--- config.mk ---
export PLATFORM = sky130hd
export DESIGN_NAME = pause_frame_gen
export DESIGN_NICKNAME = d
export VERILOG_FILES = /design/src/rtl/pfg_pkg.sv /design/src/rtl/pfg_ctrl_reg.sv /design/src/rtl/pfg_byte_mux.sv /design/src/rtl/pfg_frame_seq.sv /design/src/rtl/pause_frame_gen.sv
export SDC_FILE = /design/constraint.sdc
export NUM_CORES = 1
export LEC_CHECK = 0
export CAP_MARGIN = 25
export CORE_MARGIN = 10
export CORE_UTILIZATION = 50
export CTS_BUF_LIST = sky130_fd_sc_hd__clkbuf_4 sky130_fd_sc_hd__clkbuf_8
export DETAILED_ROUTE_END_ITERATION = 10
export PLACE_DENSITY = 0.92
export SYNTH_ARGS = -nofsm -noshare
export SYNTH_HDL_FRONTEND = slang
export SYNTH_SLANG_ARGS = --single-unit
--- constraint.sdc ---
create_clock -name clk -period 4 [get_ports clk]
set_input_delay 0.8 -clock clk [delete_from_list [all_inputs] [get_ports clk]]
set_output_delay 0.8 -clock clk [all_outputs]
set_load 0.05 [all_outputs]
--- src/rtl/pfg_pkg.sv ---
package pfg_pkg;
  localparam logic [47:0] PAUSE_DEST   = 48'h0180_C200_0001;
  localparam logic [15:0] CTRL_TYPE    = 16'h8808;
  localparam logic [15:0] PAUSE_OPCODE = 16'h0001;
  localparam int          HDR_BYTES    = 18;
  localparam int          TRIG_BIT     = 0;
  localparam int          NOAUTO_BIT   = 7;
  localparam int          PT_LSB       = 16;
endpackage

--- src/rtl/pfg_ctrl_reg.sv ---
module pfg_ctrl_reg
  import pfg_pkg::*;
#(
  parameter int PT_W = 16
) (
  input  logic            clk,
  input  logic            rst_n,
  input  logic            wr_en,
  input  logic [31:0]     wr_data,
  input  logic            fc_req,
  input  logic            sw_start,
  input  logic            zq_start,
  input  logic            sw_done,
  output logic [31:0]     rd_data,
  output logic            sw_req,
  output logic            zq_req,
  output logic [PT_W-1:0] sw_pt
);
  logic [PT_W-1:0] pt_q, pt_d, swpt_q, swpt_d;
  logic            noauto_q, noauto_d;
  logic            sw_req_q, sw_req_d, infl_q, infl_d, zq_q, zq_d, fc_q;
  logic            busy, trig, fc_fell;

  assign busy    = sw_req_q | infl_q;
  assign trig    = wr_en & wr_data[TRIG_BIT] & ~busy;
  assign fc_fell = fc_q & ~fc_req;

  always_comb begin
    pt_d     = pt_q;
    noauto_d = noauto_q;
    swpt_d   = swpt_q;
    if (wr_en) begin
      pt_d     = wr_data[PT_LSB +: PT_W];
      noauto_d = wr_data[NOAUTO_BIT];
    end
    if (trig) swpt_d = wr_data[PT_LSB +: PT_W];
    sw_req_d = sw_req_q;
    infl_d   = infl_q;
    if (trig)     sw_req_d = 1'b1;
    if (sw_start) begin sw_req_d = 1'b0; infl_d = 1'b1; end
    if (sw_done)  infl_d = 1'b0;
    zq_d = zq_q;
    if (zq_start) zq_d = 1'b0;
    if (fc_fell && !noauto_q) zq_d = 1'b1;
  end

  always_ff @(posedge clk or negedge rst_n) begin
    if (!rst_n) begin
      pt_q     <= '0;
      swpt_q   <= '0;
      noauto_q <= 1'b0;
      sw_req_q <= 1'b0;
      infl_q   <= 1'b0;
      zq_q     <= 1'b0;
      fc_q     <= 1'b0;
    end else begin
      pt_q     <= pt_d;
      swpt_q   <= swpt_d;
      noauto_q <= noauto_d;
      sw_req_q <= sw_req_d;
      infl_q   <= infl_d;
      zq_q     <= zq_d;
      fc_q     <= fc_req;
    end
  end

  always_comb begin
    rd_data                     = '0;
    rd_data[PT_LSB +: PT_W]     = pt_q;
    rd_data[NOAUTO_BIT]         = noauto_q;
    rd_data[TRIG_BIT]           = busy;
  end

  assign sw_req = sw_req_q;
  assign zq_req = zq_q;
  assign sw_pt  = swpt_q;


  busy_excl_chk: assert property (@(posedge clk) disable iff (!rst_n)
    $onehot0({sw_req_q, infl_q}));

  busy_clear_chk: assert property (@(posedge clk) disable iff (!rst_n)
    $fell(rd_data[TRIG_BIT]) |-> $past(sw_done));

  trig_ignore_chk: assert property (@(posedge clk) disable iff (!rst_n)
    (infl_q && wr_en) |=> !sw_req_q);
endmodule

--- src/rtl/pfg_byte_mux.sv ---
module pfg_byte_mux
  import pfg_pkg::*;
#(
  parameter int IDX_W = 6,
  parameter int PT_W  = 16
) (
  input  logic [IDX_W-1:0] idx,
  input  logic [PT_W-1:0]  pt,
  input  logic [47:0]      src_mac,
  output logic [7:0]       byte_o
);
  localparam int AD_BYTES = 6;
  logic [7:0] hdr [HDR_BYTES];

  genvar g;
  generate
    for (g = 0; g < AD_BYTES; g++) begin : g_addr
      assign hdr[g]            = PAUSE_DEST[8*(AD_BYTES-1-g) +: 8];
      assign hdr[AD_BYTES + g] = src_mac[8*(AD_BYTES-1-g) +: 8];
    end
  endgenerate
  assign hdr[12] = CTRL_TYPE[15:8];
  assign hdr[13] = CTRL_TYPE[7:0];
  assign hdr[14] = PAUSE_OPCODE[15:8];
  assign hdr[15] = PAUSE_OPCODE[7:0];
  assign hdr[16] = pt[PT_W-1 -: 8];
  assign hdr[17] = pt[7:0];

  always_comb begin
    byte_o = 8'h00;
    for (int i = 0; i < HDR_BYTES; i++)
      if (32'(idx) == i) byte_o = hdr[i];
  end
endmodule

--- src/rtl/pfg_frame_seq.sv ---
module pfg_frame_seq #(
  parameter int FRAME_LEN = 60,
  parameter int PT_W      = 16,
  localparam int IDX_W    = $clog2(FRAME_LEN)
) (
  input  logic             clk,
  input  logic             rst_n,
  input  logic             sw_req,
  input  logic             zq_req,
  input  logic [PT_W-1:0]  sw_pt,
  input  logic             tx_ready,
  output logic             sw_start,
  output logic             zq_start,
  output logic             sw_done,
  output logic             tx_valid,
  output logic             tx_last,
  output logic [IDX_W-1:0] idx,
  output logic [PT_W-1:0]  pt
);
  localparam logic [IDX_W-1:0] LAST_IDX = IDX_W'(FRAME_LEN - 1);

  logic             act_q, act_d, sw_q, sw_d;
  logic [IDX_W-1:0] idx_q, idx_d;
  logic [PT_W-1:0]  pt_q, pt_d;
  logic             at_last;

  assign at_last  = (idx_q == LAST_IDX);
  assign sw_start = ~act_q & sw_req;
  assign zq_start = ~act_q & ~sw_req & zq_req;
  assign sw_done  = act_q & sw_q & tx_ready & at_last;

  always_comb begin
    act_d = act_q;
    sw_d  = sw_q;
    idx_d = idx_q;
    pt_d  = pt_q;
    if (!act_q) begin
      if (sw_start || zq_start) begin
        act_d = 1'b1;
        sw_d  = sw_start;
        idx_d = '0;
        pt_d  = sw_start ? sw_pt : '0;
      end
    end else if (tx_ready) begin
      if (at_last) act_d = 1'b0;
      else         idx_d = idx_q + 1'b1;
    end
  end

  always_ff @(posedge clk or negedge rst_n) begin
    if (!rst_n) begin
      act_q <= 1'b0;
      sw_q  <= 1'b0;
      idx_q <= '0;
      pt_q  <= '0;
    end else begin
      act_q <= act_d;
      sw_q  <= sw_d;
      idx_q <= idx_d;
      pt_q  <= pt_d;
    end
  end

  assign tx_valid = act_q;
  assign tx_last  = act_q & at_last;
  assign idx      = idx_q;
  assign pt       = pt_q;


  sw_first_chk: assert property (@(posedge clk) disable iff (!rst_n)
    (!tx_valid && sw_req && zq_req) |=> (tx_valid && sw_q));

  frame_gap_chk: assert property (@(posedge clk) disable iff (!rst_n)
    (tx_valid && tx_ready && tx_last) |=> !tx_valid);

  stall_hold_chk: assert property (@(posedge clk) disable iff (!rst_n)
    (tx_valid && !tx_ready) |=> (tx_valid && $stable(idx_q) && $stable(pt_q)));
endmodule

--- src/rtl/pause_frame_gen.sv ---
module pause_frame_gen #(
  parameter int FRAME_LEN = 60,
  parameter int PT_W      = 16
) (
  input  logic        clk,
  input  logic        rst_n,
  input  logic        reg_wr_en,
  input  logic [31:0] reg_wr_data,
  output logic [31:0] reg_rd_data,
  input  logic        fc_req,
  input  logic [47:0] src_mac,
  output logic [7:0]  tx_data,
  output logic        tx_valid,
  input  logic        tx_ready,
  output logic        tx_last
);
  localparam int IDX_W = $clog2(FRAME_LEN);

  logic             sw_req, zq_req, sw_start, zq_start, sw_done;
  logic [PT_W-1:0]  sw_pt, cur_pt;
  logic [IDX_W-1:0] idx;

  pfg_ctrl_reg #(.PT_W(PT_W)) u_ctrl (
    .clk(clk), .rst_n(rst_n), .wr_en(reg_wr_en), .wr_data(reg_wr_data),
    .fc_req(fc_req), .sw_start(sw_start), .zq_start(zq_start),
    .sw_done(sw_done), .rd_data(reg_rd_data), .sw_req(sw_req),
    .zq_req(zq_req), .sw_pt(sw_pt)
  );

  pfg_frame_seq #(.FRAME_LEN(FRAME_LEN), .PT_W(PT_W)) u_seq (
    .clk(clk), .rst_n(rst_n), .sw_req(sw_req), .zq_req(zq_req),
    .sw_pt(sw_pt), .tx_ready(tx_ready), .sw_start(sw_start),
    .zq_start(zq_start), .sw_done(sw_done), .tx_valid(tx_valid),
    .tx_last(tx_last), .idx(idx), .pt(cur_pt)
  );

  pfg_byte_mux #(.IDX_W(IDX_W), .PT_W(PT_W)) u_mux (
    .idx(idx), .pt(cur_pt), .src_mac(src_mac), .byte_o(tx_data)
  );


  data_hold_chk: assert property (@(posedge clk) disable iff (!rst_n)
    (tx_valid && !tx_ready) |=> ($stable(tx_data) && $stable(tx_last)));
endmodule

==> impl_metrics.json <==
{
  "syn_area_um2": 3480,
  "cpLargestDelayFamily": "compound AO/OA/AOI/OAI gates",
  "ys.flop_type": "dfrtp_1",
  "leakage_nw": 2.05,
  "p_per_area_nw_per_um2": 554,
  "start_util_pct": 51.3,
  "min_period_ns": 3.53,
  "die_area_um2": 10700,
  "r2r-end": "u_ctrl.sw_pt[0]$_DFFE_PN0P_",
  "grt_max_degree": 40,
  "stdcell_count": 528,
  "hold_violations": 0,
  "dp_cells": 513,
  "crit_chain": "inv_1, ha_1, nor2b_1, buf_4, and4b_1, a2111oi_0, o21ai_0, a31o_2, dlymetal6s2s_1",
  "ff2ff_setup_slack_ns": 2.00,
  "grt_setup_unrepaired": "no",
  "grt_pass1_wl_um": 15900,
  "max_stage_delay_ns": 0.41,
  "final_area_um2": 4730,
  "core_area_um2": 6790,
  "drt-wirelength-per-cell_um": 19.1,
  "maxCapViolations": 0,
  "post_synth_main_area_contributors": "dfrtp_1 44%, mux2_2 11%, a22o_1 4.5%",
  "die_x_um": 103,
  "path_max_fanout": 6,
  "cp-end-kind": "primary output",
  "wirelength_um": 10100,
  "ant_nets": 0,
  "nets": 517,
  "avgSynthCellArea_um2": 10.6,
  "first_iter_violations": 212,
  "cts-buffers-inserted": 9,
  "dp_hpwl_um": 7930,
  "port_buffers": 98,
  "track_usage_pct": 19.0,
  "skew_ns": 0.00804,
  "reg2reg_from": "u_ctrl.sw_req$_DFFE_PN0P_",
  "gp_congestion": 0.912,
  "grt_pass1_vias": 3162,
  "post-route-period-util_pct": 88.3,
  "worst-path-buf-inv": 3,
  "die_h_um": 103,
  "gr-total-overflow": 0,
  "synth.top_cell.area_share_pct": 43.8,
  "slew_viol_final": 0,
  "finalSetupViolations": 0,
  "clk_latency_ns": 0.34,
  "synthArstFlopShare_pct": 100,
  "synth_edf_count": 0,
  "cts.path.max_buffers": 2,
  "vias_per_cell": 5.82,
  "synth-seq-cells": 61,
  "row_count": 30,
  "area_delta_synth_final_pct": 35.8,
  "crit_path_start_kind": "flip-flop",
  "diodes": 0,
  "critPathLaunch": "u_seq.idx[0]$_DFFE_PN0P_",
  "finalSetupTns_ns": 0,
  "irDropWorstVdd_uv": 343,
  "min_path_type": "in2async",
  "final_util_pct": 69.7,
  "yosysSeqAreaShare_pct": 43.8,
  "mostFrequentLayoutCells": "89 x clkdlybuf4s50_1, 61 x dfrtp_1, 33 x mux2_2",
  "antenna_found_initial": 0,
  "fin_hold_ws_ns": 0.417,
  "drive_gt1_share_pct": 19.2,
  "synth_warnings": 0,
  "status": "complete, no violations",
  "cts.sinks": 61,
  "clock.fmax_mhz": 283,
  "post-route-drc-count": 0,
  "tightest_slew_ns": 0.844,
  "pin_count": 127,
  "path_clk_slew_ns": 0.07,
  "ff2ff_path_depth": 3,
  "layout_commonest_cell": "clkdlybuf4s50_1",
  "required_ns": 3.20,
  "syn_inst": 328,
  "cp.arrival_ns": 2.73,
  "cts_tree": "done",
  "critPathKind": "reg2out",
  "num_vias": 3075,
  "synth.distinct_cells": 61,
  "cts-root-buf": "clkbuf_8",
  "cpMaxStageDelayCell": "dfrtp_1",
  "max_slew_margin_pct": 43.7,
  "dr.pass1.iters": 5,
  "htreeDepth": 3,
  "yosys.area.top_type": "dfrtp_1",
  "postPlaceCellArea_um2": 4480
}
==> flip-flops by register name, indices dropped and copies added (netlist names), 6 cells and up <==
signal,flops
u_ctrl.pt_q,16
u_seq.idx,6
u_ctrl.sw_pt,16
u_seq.pt,16
==> where the power goes <==
group          internal (mW)  switching, mW  leakage [nW]
registers              0.666         0.0545         0.777
clock network          0.443          0.230         0.125
logic                  0.455          0.772          1.15
==> per-stage QoR <==
stage / power, mW / setup slack, ns
detailed placement: 1.95 / 0.360
global placement: 1.92 / 0.356
CTS: 2.62 / 0.0726
finish: 2.62 / 0.469
floorplan: 1.61 / 0.515
global route: 2.75 / 0.286
==> layout make-up <==
class	instances	area, um^2
Inverter	6	22.5
Tap cell	96	120
Timing Repair Buffer	111	1060
Fill cell	494	2060
Clock buffer	11	151
Multi-Input combinational cell	239	1760
Clock inverter	4	95.1
Sequential cell	61	1530
==> worst max path at each step <==
stage | to | cells after the start
after global routing | tx_data[3] | 9
after CTS | tx_data[3] | 9
after floorplan | tx_data[6] | 7
final | tx_data[3] | 9
after global placement | tx_data[3] | 6
after detailed placement | tx_data[3] | 6
==> routing by layer <==
layer	vias to the layer above	routed length [um]	global-route usage, %
met4	0	193	7.70
met3	22	1290	7.04
met2	177	4610	30.3
li1	1414	-	-
met1	1462	4010	22.7
met5	-	0	0
==> cell families (layout without fill, tap and decap cells) <==
logic type / after synthesis / in the layout / synth area share (%)
AO/OA/AOI/OAI: 91 / 91 / 19.6
XOR/XNOR: 3 / 3 / 0.754
adder cells (fa/ha/maj): 4 / 4 / 1.44
buffers and inverters: 41 / 132 / 7.11
flip-flops: 61 / 61 / 43.8
multiplexers: 33 / 33 / 10.7
other: 1 / 14 / 0.108
AND/OR/NAND/NOR: 94 / 94 / 16.5
==> synthesized netlist by cell type, types with 2 or more instances <==
library cell,n
o2111a_1,2
a221oi_2,2
nor3_1,8
a22oi_1,6
nand4b_1,2
xnor2_1,2
nor2_2,2
ha_1,4
o2bb2ai_1,2
nor4b_2,2
buf_2,6
nor2_1,20
o21ai_0,16
nor3b_1,2
mux2_2,33
o22ai_1,2
or3_1,3
and3_1,2
dfrtp_1,61
or4bb_1,2
inv_1,6
nand4_1,2
a221oi_1,6
a22o_1,18
nor2_8,2
clkbuf_1,8
a21o_1,3
o32ai_1,2
a2111oi_0,2
nor4_1,2
a2bb2oi_1,3
nand3_1,5
a211o_1,2
buf_4,19
nor2b_1,5
nand2b_1,4
or2_2,2
a21oi_1,11
a31oi_1,5
buf_6,2
nand2_1,20
==> repair_timing <==
| action | 4_1_cts | 5_1_grt |
|---|---|---|
| buffers inserted | 0 | 0 |
| resized for setup | 0 | 1 |
| setup endpoints to repair | 0 | 1 |
| hold buffers | 0 | 0 |
(Power assumes the default switching activity.)
